**src/rtl/lwf_pkg.sv**
```systemverilog
package lwf_pkg;
  localparam int LW_BYTES = 4;
  localparam int OFF_W = $clog2(LW_BYTES);

  typedef enum logic [1:0] {
    ACK_WAIT = 2'b00,
    ACK_B8   = 2'b01,
    ACK_B16  = 2'b10,
    ACK_B32  = 2'b11
  } ack_e;

  typedef enum logic {
    ST_IDLE = 1'b0,
    ST_BUS  = 1'b1
  } st_e;
endpackage

```
**src/rtl/lwf_lane_steer.sv**
```systemverilog
module lwf_lane_steer
  import lwf_pkg::*;
(
  input  ack_e        width,
  input  logic [31:0] bus_data,
  output logic [31:0] steered
);
  // Byte k of the entry lives at [8*(3-k) +: 8]; choose its source lane.
  for (genvar k = 0; k < LW_BYTES; k++) begin : g_lane
    localparam int POS   = 8 * (LW_BYTES - 1 - k);
    localparam int POS16 = 8 * (LW_BYTES - 1 - (k % 2));
    always_comb begin
      unique case (width)
        ACK_B32: steered[POS +: 8] = bus_data[POS +: 8];
        ACK_B16: steered[POS +: 8] = bus_data[POS16 +: 8];
        default: steered[POS +: 8] = bus_data[31:24];
      endcase
    end
  end
endmodule

```
**src/rtl/lwf_offset_plan.sv**
```systemverilog
module lwf_offset_plan
  import lwf_pkg::*;
(
  input  ack_e                width,
  input  logic [OFF_W-1:0]    off,
  input  logic [LW_BYTES-1:0] have,
  output logic [LW_BYTES-1:0] gain,
  output logic [LW_BYTES-1:0] have_nxt,
  output logic [OFF_W-1:0]    next_off,
  output logic                full
);
  always_comb begin
    unique case (width)
      ACK_B8:  gain = LW_BYTES'(1) << off;
      ACK_B16: gain = off[1] ? 4'b1100 : 4'b0011;
      ACK_B32: gain = '1;
      default: gain = '0;
    endcase
  end

  assign have_nxt = have | gain;
  assign full     = &have_nxt;

  // Lowest byte offset still missing after this cycle.
  always_comb begin
    next_off = '0;
    for (int k = LW_BYTES - 1; k >= 0; k--) begin
      if (!have_nxt[k]) next_off = OFF_W'(k);
    end
  end
endmodule

```
**src/rtl/lwf_entry_asm.sv**
```systemverilog
module lwf_entry_asm
  import lwf_pkg::*;
(
  input  logic                clk,
  input  logic                rst_n,
  input  logic                clr,
  input  logic                load,
  input  logic [LW_BYTES-1:0] gain,
  input  logic [31:0]         din,
  output logic [31:0]         entry_q,
  output logic [LW_BYTES-1:0] have_q
);
  always_ff @(posedge clk or negedge rst_n) begin
    if (!rst_n)    have_q <= '0;
    else if (clr)  have_q <= '0;
    else if (load) have_q <= have_q | gain;
  end

  for (genvar k = 0; k < LW_BYTES; k++) begin : g_byte
    localparam int POS = 8 * (LW_BYTES - 1 - k);
    always_ff @(posedge clk or negedge rst_n) begin
      if (!rst_n)                entry_q[POS +: 8] <= '0;
      else if (load && gain[k])  entry_q[POS +: 8] <= din[POS +: 8];
    end
  end

  // within one fill, bytes once held are never dropped
  a_r8_have_grows: assert property (@(posedge clk) disable iff (!rst_n)
    !clr |=> ((have_q & $past(have_q)) == $past(have_q)));
endmodule

```
**src/rtl/lw_fill_seq.sv**
```systemverilog
module lw_fill_seq
  import lwf_pkg::*;
#(
  parameter int ADDR_W = 32
) (
  input  logic              clk,
  input  logic              rst_n,
  input  logic              req_valid,
  output logic              req_ready,
  input  logic [ADDR_W-1:0] req_addr,
  output logic              busy,
  output logic              bus_req,
  output logic [ADDR_W-1:0] bus_addr,
  input  logic [1:0]        bus_ack,
  input  logic              bus_berr,
  input  logic              bus_ci,
  input  logic [31:0]       bus_data,
  output logic              op_valid,
  output logic [7:0]        op_data,
  output logic              op_err,
  output logic              cw_en,
  output logic              cw_valid,
  output logic [ADDR_W-3:0] cw_line,
  output logic [31:0]       cw_data
);
  localparam int LINE_W = ADDR_W - OFF_W;

  st_e                 st_q;
  logic [LINE_W-1:0]   base_q;
  logic [OFF_W-1:0]    off_q;
  logic                first_q;
  ack_e                width_q;
  ack_e                ack;
  logic                in_fill, accept, resp, mismatch, fault, load, finish;
  logic [LW_BYTES-1:0] have_q, gain, have_nxt;
  logic [OFF_W-1:0]    next_off;
  logic                full;
  logic [31:0]         steered, entry_q;
  logic                op_valid_q, op_err_q, cw_en_q, cw_valid_q;
  logic [7:0]          op_data_q;

  assign ack      = ack_e'(bus_ack);
  assign in_fill  = (st_q == ST_BUS);
  assign accept   = req_valid && !in_fill;
  assign resp     = in_fill && ((ack != ACK_WAIT) || bus_berr);
  assign mismatch = !first_q && (ack != width_q);
  assign fault    = bus_berr || bus_ci || mismatch;
  assign load     = resp && !fault;
  assign finish   = resp && (fault || full);

  lwf_lane_steer u_steer (
    .width    (ack),
    .bus_data (bus_data),
    .steered  (steered)
  );

  lwf_offset_plan u_plan (
    .width    (ack),
    .off      (off_q),
    .have     (have_q),
    .gain     (gain),
    .have_nxt (have_nxt),
    .next_off (next_off),
    .full     (full)
  );

  lwf_entry_asm u_asm (
    .clk     (clk),
    .rst_n   (rst_n),
    .clr     (accept),
    .load    (load),
    .gain    (gain),
    .din     (steered),
    .entry_q (entry_q),
    .have_q  (have_q)
  );

  // Sequencing state.
  always_ff @(posedge clk or negedge rst_n) begin
    if (!rst_n) begin
      st_q    <= ST_IDLE;
      base_q  <= '0;
      off_q   <= '0;
      first_q <= 1'b0;
      width_q <= ACK_WAIT;
    end else if (accept) begin
      st_q    <= ST_BUS;
      base_q  <= req_addr[ADDR_W-1:OFF_W];
      off_q   <= req_addr[OFF_W-1:0];
      first_q <= 1'b1;
    end else if (resp) begin
      if (finish) st_q  <= ST_IDLE;
      else        off_q <= next_off;
      if (first_q) width_q <= ack;
      first_q <= 1'b0;
    end
  end

  // Result strobes, one cycle after the ending edge of a bus cycle.
  always_ff @(posedge clk or negedge rst_n) begin
    if (!rst_n) begin
      op_valid_q <= 1'b0;
      op_err_q   <= 1'b0;
      op_data_q  <= '0;
      cw_en_q    <= 1'b0;
      cw_valid_q <= 1'b0;
    end else begin
      op_valid_q <= resp && first_q && !bus_berr;
      op_err_q   <= resp && first_q && bus_berr;
      if (resp && first_q) op_data_q <= steered[{~off_q, 3'b000} +: 8];
      cw_en_q    <= finish;
      cw_valid_q <= finish && !fault;
    end
  end

  assign busy      = in_fill;
  assign req_ready = !in_fill;
  assign bus_req   = in_fill;
  assign bus_addr  = {base_q, off_q};
  assign op_valid  = op_valid_q;
  assign op_err    = op_err_q;
  assign op_data   = op_data_q;
  assign cw_en     = cw_en_q;
  assign cw_valid  = cw_valid_q;
  assign cw_line   = base_q;
  assign cw_data   = entry_q;

  // an accepted request opens a bus cycle at its own byte address
  a_r1_first_addr: assert property (@(posedge clk) disable iff (!rst_n)
    (req_valid && req_ready) |=> (bus_req && bus_addr == $past(req_addr)));

  // a waiting cycle keeps its address and stays open
  a_r2_hold_on_wait: assert property (@(posedge clk) disable iff (!rst_n)
    (bus_req && bus_ack == 2'b00 && !bus_berr) |=> (bus_req && $stable(bus_addr)));

  // every cycle of one fill stays inside the same long word
  a_r3_same_line: assert property (@(posedge clk) disable iff (!rst_n)
    (bus_req && $past(bus_req)) |-> (bus_addr[ADDR_W-1:OFF_W] == $past(bus_addr[ADDR_W-1:OFF_W])));

  // operand and operand-error never reported together
  a_r7_one_outcome: assert property (@(posedge clk) disable iff (!rst_n)
    op_valid |-> !op_err);

  // no bus cycle follows a bus error
  a_r9_stop_on_berr: assert property (@(posedge clk) disable iff (!rst_n)
    (bus_req && bus_berr) |=> !bus_req);

  // a width change ends the fill with an invalid write
  a_r10_width_change: assert property (@(posedge clk) disable iff (!rst_n)
    (in_fill && !first_q && ack != ACK_WAIT && ack != width_q) |=> (cw_en && !cw_valid && !bus_req));

  // the entry write happens after the fill has released the bus
  a_r11_write_idle: assert property (@(posedge clk) disable iff (!rst_n)
    cw_en |-> !bus_req);
endmodule

```
**config.mk**
```make
export PLATFORM = sky130hd
export DESIGN_NAME = lw_fill_seq
export DESIGN_NICKNAME = d
export VERILOG_FILES = /design/src/rtl/lwf_pkg.sv /design/src/rtl/lwf_lane_steer.sv /design/src/rtl/lwf_offset_plan.sv /design/src/rtl/lwf_entry_asm.sv /design/src/rtl/lw_fill_seq.sv
export SDC_FILE = /design/constraint.sdc
export NUM_CORES = 1
export LEC_CHECK = 0
export ABC_AREA = 1
export BUFFER_PORTS_ARGS = -buffer_cell sky130_fd_sc_hd__buf_2
export CORE_ASPECT_RATIO = 1.2
export CORE_MARGIN = 5
export CORE_UTILIZATION = 30
export CTS_BUF_LIST = sky130_fd_sc_hd__clkbuf_4 sky130_fd_sc_hd__clkbuf_8
export CTS_CLUSTER_SIZE = 28
export DETAILED_ROUTE_END_ITERATION = 16
export MAX_ROUTING_LAYER = met4
export PLACE_DENSITY = 0.51
export SLEW_MARGIN = 25
export SYNTH_ARGS = -nofsm -noshare
export SYNTH_HDL_FRONTEND = slang
export SYNTH_SLANG_ARGS = --single-unit
```
**constraint.sdc**
```tcl
create_clock -name clk -period 1.83 [get_ports clk]
set_input_delay 0.183 -clock clk [delete_from_list [all_inputs] [get_ports clk]]
set_output_delay 0.183 -clock clk [all_outputs]
set_load 0.05 [all_outputs]
```
==> metrics <==
Placed Cells 827; most common cell after layout, fill and taps aside nand2_1; CTS H-tree lvls 3; Layout Utilization 39.50%; period utilization roughly nine tenths; Internal around 5 mW; DRC errors left 0; leakage 3.090 nW; final max-slew violation count 0; post-synthesis net count approximately 590; die area about 0.016 mm²; crit path launch bus_req; Via density about 4.6; grt ovf 0; worst reg2reg startpoint bus_req; Setup CP Type reg -> reg; worst hold slack 0.02726 ns; hold path cells 3; pwr dens ~2300 mW/mm²; fillers about 1400; Via Count between 3000 and 4000; post-route insts no fill about 840; latest clock arrival within the worst-skew pair approximately 0.35 ns; sequential fraction of design power ~27%; DRT Pass-1 Iters 4; R2R cell count 5; Longest Clk Path Bufs 2; total power 11.97 mW; Crit path largest cell delay between 0.4 and 0.5 ns; average instance area after synthesis about 7.9 µm²; Initial Util a little under a third; first-pass GRT wire length about 21 mm; Least-Margin Pin Slew ~0.42 ns; outcome finished clean; WP data required a little over 2 ns; CP cell instances clkinvlp_4, a31oi_4, nand2_2, clkinv_1, o21a_1; Detail Route Antenna Nets 0; Setup Fix Bufs, Post-CTS 0; I/O pins 180; CP max-delay cell dfrtp_2; Core Area approximately 0.013 mm²; worst path bufs/invs 2; commonest non-fill, non-tap cells in the layout 265 x nand2_1, 178 x buf_2, 83 x dfrtp_1, 27 x inv_1, 16 x nand3_1; clock-pin slew on the worst setup and hold paths ~0.08 ns; Die H 138.0 µm; Sw Pwr between 6 and 7 mW; Clock Power Share about 12%; CTS hold repair buffers 1; Combinational Power Share 60.6%; cell family with most CP delay buffers and inverters; pin count of the biggest net entering global routing 50; sequential area share after synthesis between 50% and 60%; routed wire length per instance between 15 and 20 µm; Max Freq approximately 600 MHz; CTS tree built; CTS resizes 0; Critical Path Fanout Max 13; RSZ-0062 raised after global routing no; Worst setup EP type register; DP HPWL about 11 mm; Arr. time, crit path approximately 1.9 ns; final WL roughly 14 mm; Yosys Warn Count 0; FF-to-FF End op_data[4]; post-synthesis cell area between 0.004 and 0.005 mm²; Die Span X 116.7 µm; Cells after Synth 517; row count 46; vias in the first global route a little over 4000; CTS buffer count 9; peak supply drop around 1200 µV; maxcap violations 0; Layout Nets 742; routability-driven placement congestion ratio 0.9548; Final Hold Fails 0; count of cell types in the netlist 28; Worst path depth 5; CP endpoint op_data[4]; layout cells sized above 1 approximately 34%; clk_skew 0.01013 ns; port buffer count about 180; Tot GR Track Use between 15 and 20%; Final setup viols 0; Startpoint Class register; ANT cells 0; reg2reg setup slack 0.16 ns; area grow syn2layout 28.15%; DRT iter0 DRCs approximately 160; Synth Register Bits 84; Sw Ratio between 50% and 60%; fin crit period around 1.7 ns; Sink Count 84; Root Buffer clkbuf_8; Hold WC Path Type in -> reg; Slew HR 71.82%; antenna violations before repair 0
==> how the worst min path moves through the flow <==
stage,startpoint,end
after floorplan,rst_n,bus_req
after global placement,rst_n,cw_line[21]
after detailed placement,rst_n,cw_line[24]
after CTS,req_addr[27],cw_line[25]
after global routing,req_addr[29],cw_line[27]
final,req_addr[17],cw_line[15]
==> registers in the layout, summed over array words and instances, names as in the netlist <==
name           cells
cw_line           30
off_q              2
width_q            2
first_q            1
op_data            8
op_valid           1
u_asm.entry_q     32
bus_req            1
op_err             1
u_asm.have_q       4
cw_valid           1
cw_en              1
==> final cells by class <==
cell class                 count  area (µm²)  share of cell area (%)
clock buffer                  10       131.4                   2.502
clock inverter                 6       87.58                   1.668
inverter                      36       141.4                   2.692
multi-input combinational    351        1564                   29.78
sequential                    84        2103                   40.05
tap                          168       210.2                   4.003
timing repair buffer         189        1013                   19.30
==> routing by layer <==
metal	up-vias	wire [µm]	global-route usage, %
li1	1890	-	-
met4	0	291	5.133
met5	-	0	-
met2	177	6519	28.29
met3	18	1226	3.623
met1	1789	5549	21.10
==> kinds of logic (layout without fill, tap and decap cells) <==
logic type      after synthesis  count (layout)  share of synthesized area, %
flops                        84              84                         51.30
simple gates                292             292                         28.24
buf+inv                      82             241                         10.87
compound gates               59              59                         9.588
==> synthesized netlist by cell type <==
cell type  count  area, µm²
inv_2          6      22.52
buf_4         32      240.2
nor2_4         1      11.26
clkinv_1       1      3.750
nand2_1      267       1002
dfrtp_1       84       2102
o211ai_1       8      60.06
nand3_1       16      80.08
o21ai_0       11      55.05
o21ai_2        6      52.55
o31ai_1        1      7.510
nor3_1         1      5.000
a2bb2oi_1      2      17.52
a31oi_2        1      12.51
inv_1         28      105.1
a21oi_2        2      17.52
buf_2          6      30.03
a22oi_1        6      45.04
clkbuf_1       5      18.77
or2_2          1      6.260
nor2_1         2      7.510
o21ai_1        2      10.01
nand2_4        4      45.04
inv_4          1      6.260
buf_6          1      11.26
o21a_1         6      45.04
a21oi_1       14      70.07
buf_1          2      7.510
==> power groups by stage <==
stage	Combinational [mW]	Sequential [mW]	Clock, mW
floorplan	3.23	5.96	0
global placement	7.29	3.26	0
detailed placement	7.33	3.29	0
CTS	7.35	3.26	1.54
global route	7.69	3.36	1.60
finish	7.25	3.24	1.47
==> tightest hold or removal path: stages <==
cell,delay [ns]
buf_2,0.08
nand2_1,0.04
nand2_1,0.04
==> per-stage QoR <==
stage	instance area [µm²]	setup slack (ns)	setup TNS (ns)
after CTS	5251	0.1365	0
after detailed placement	5022	0.1323	0
after floorplan	4116	-0.01592	-0.01592
after global routing	5251	0.02046	0
final	5251	0.1623	0
after global placement	5022	0.1587	0
(Power assumes the default switching activity.)
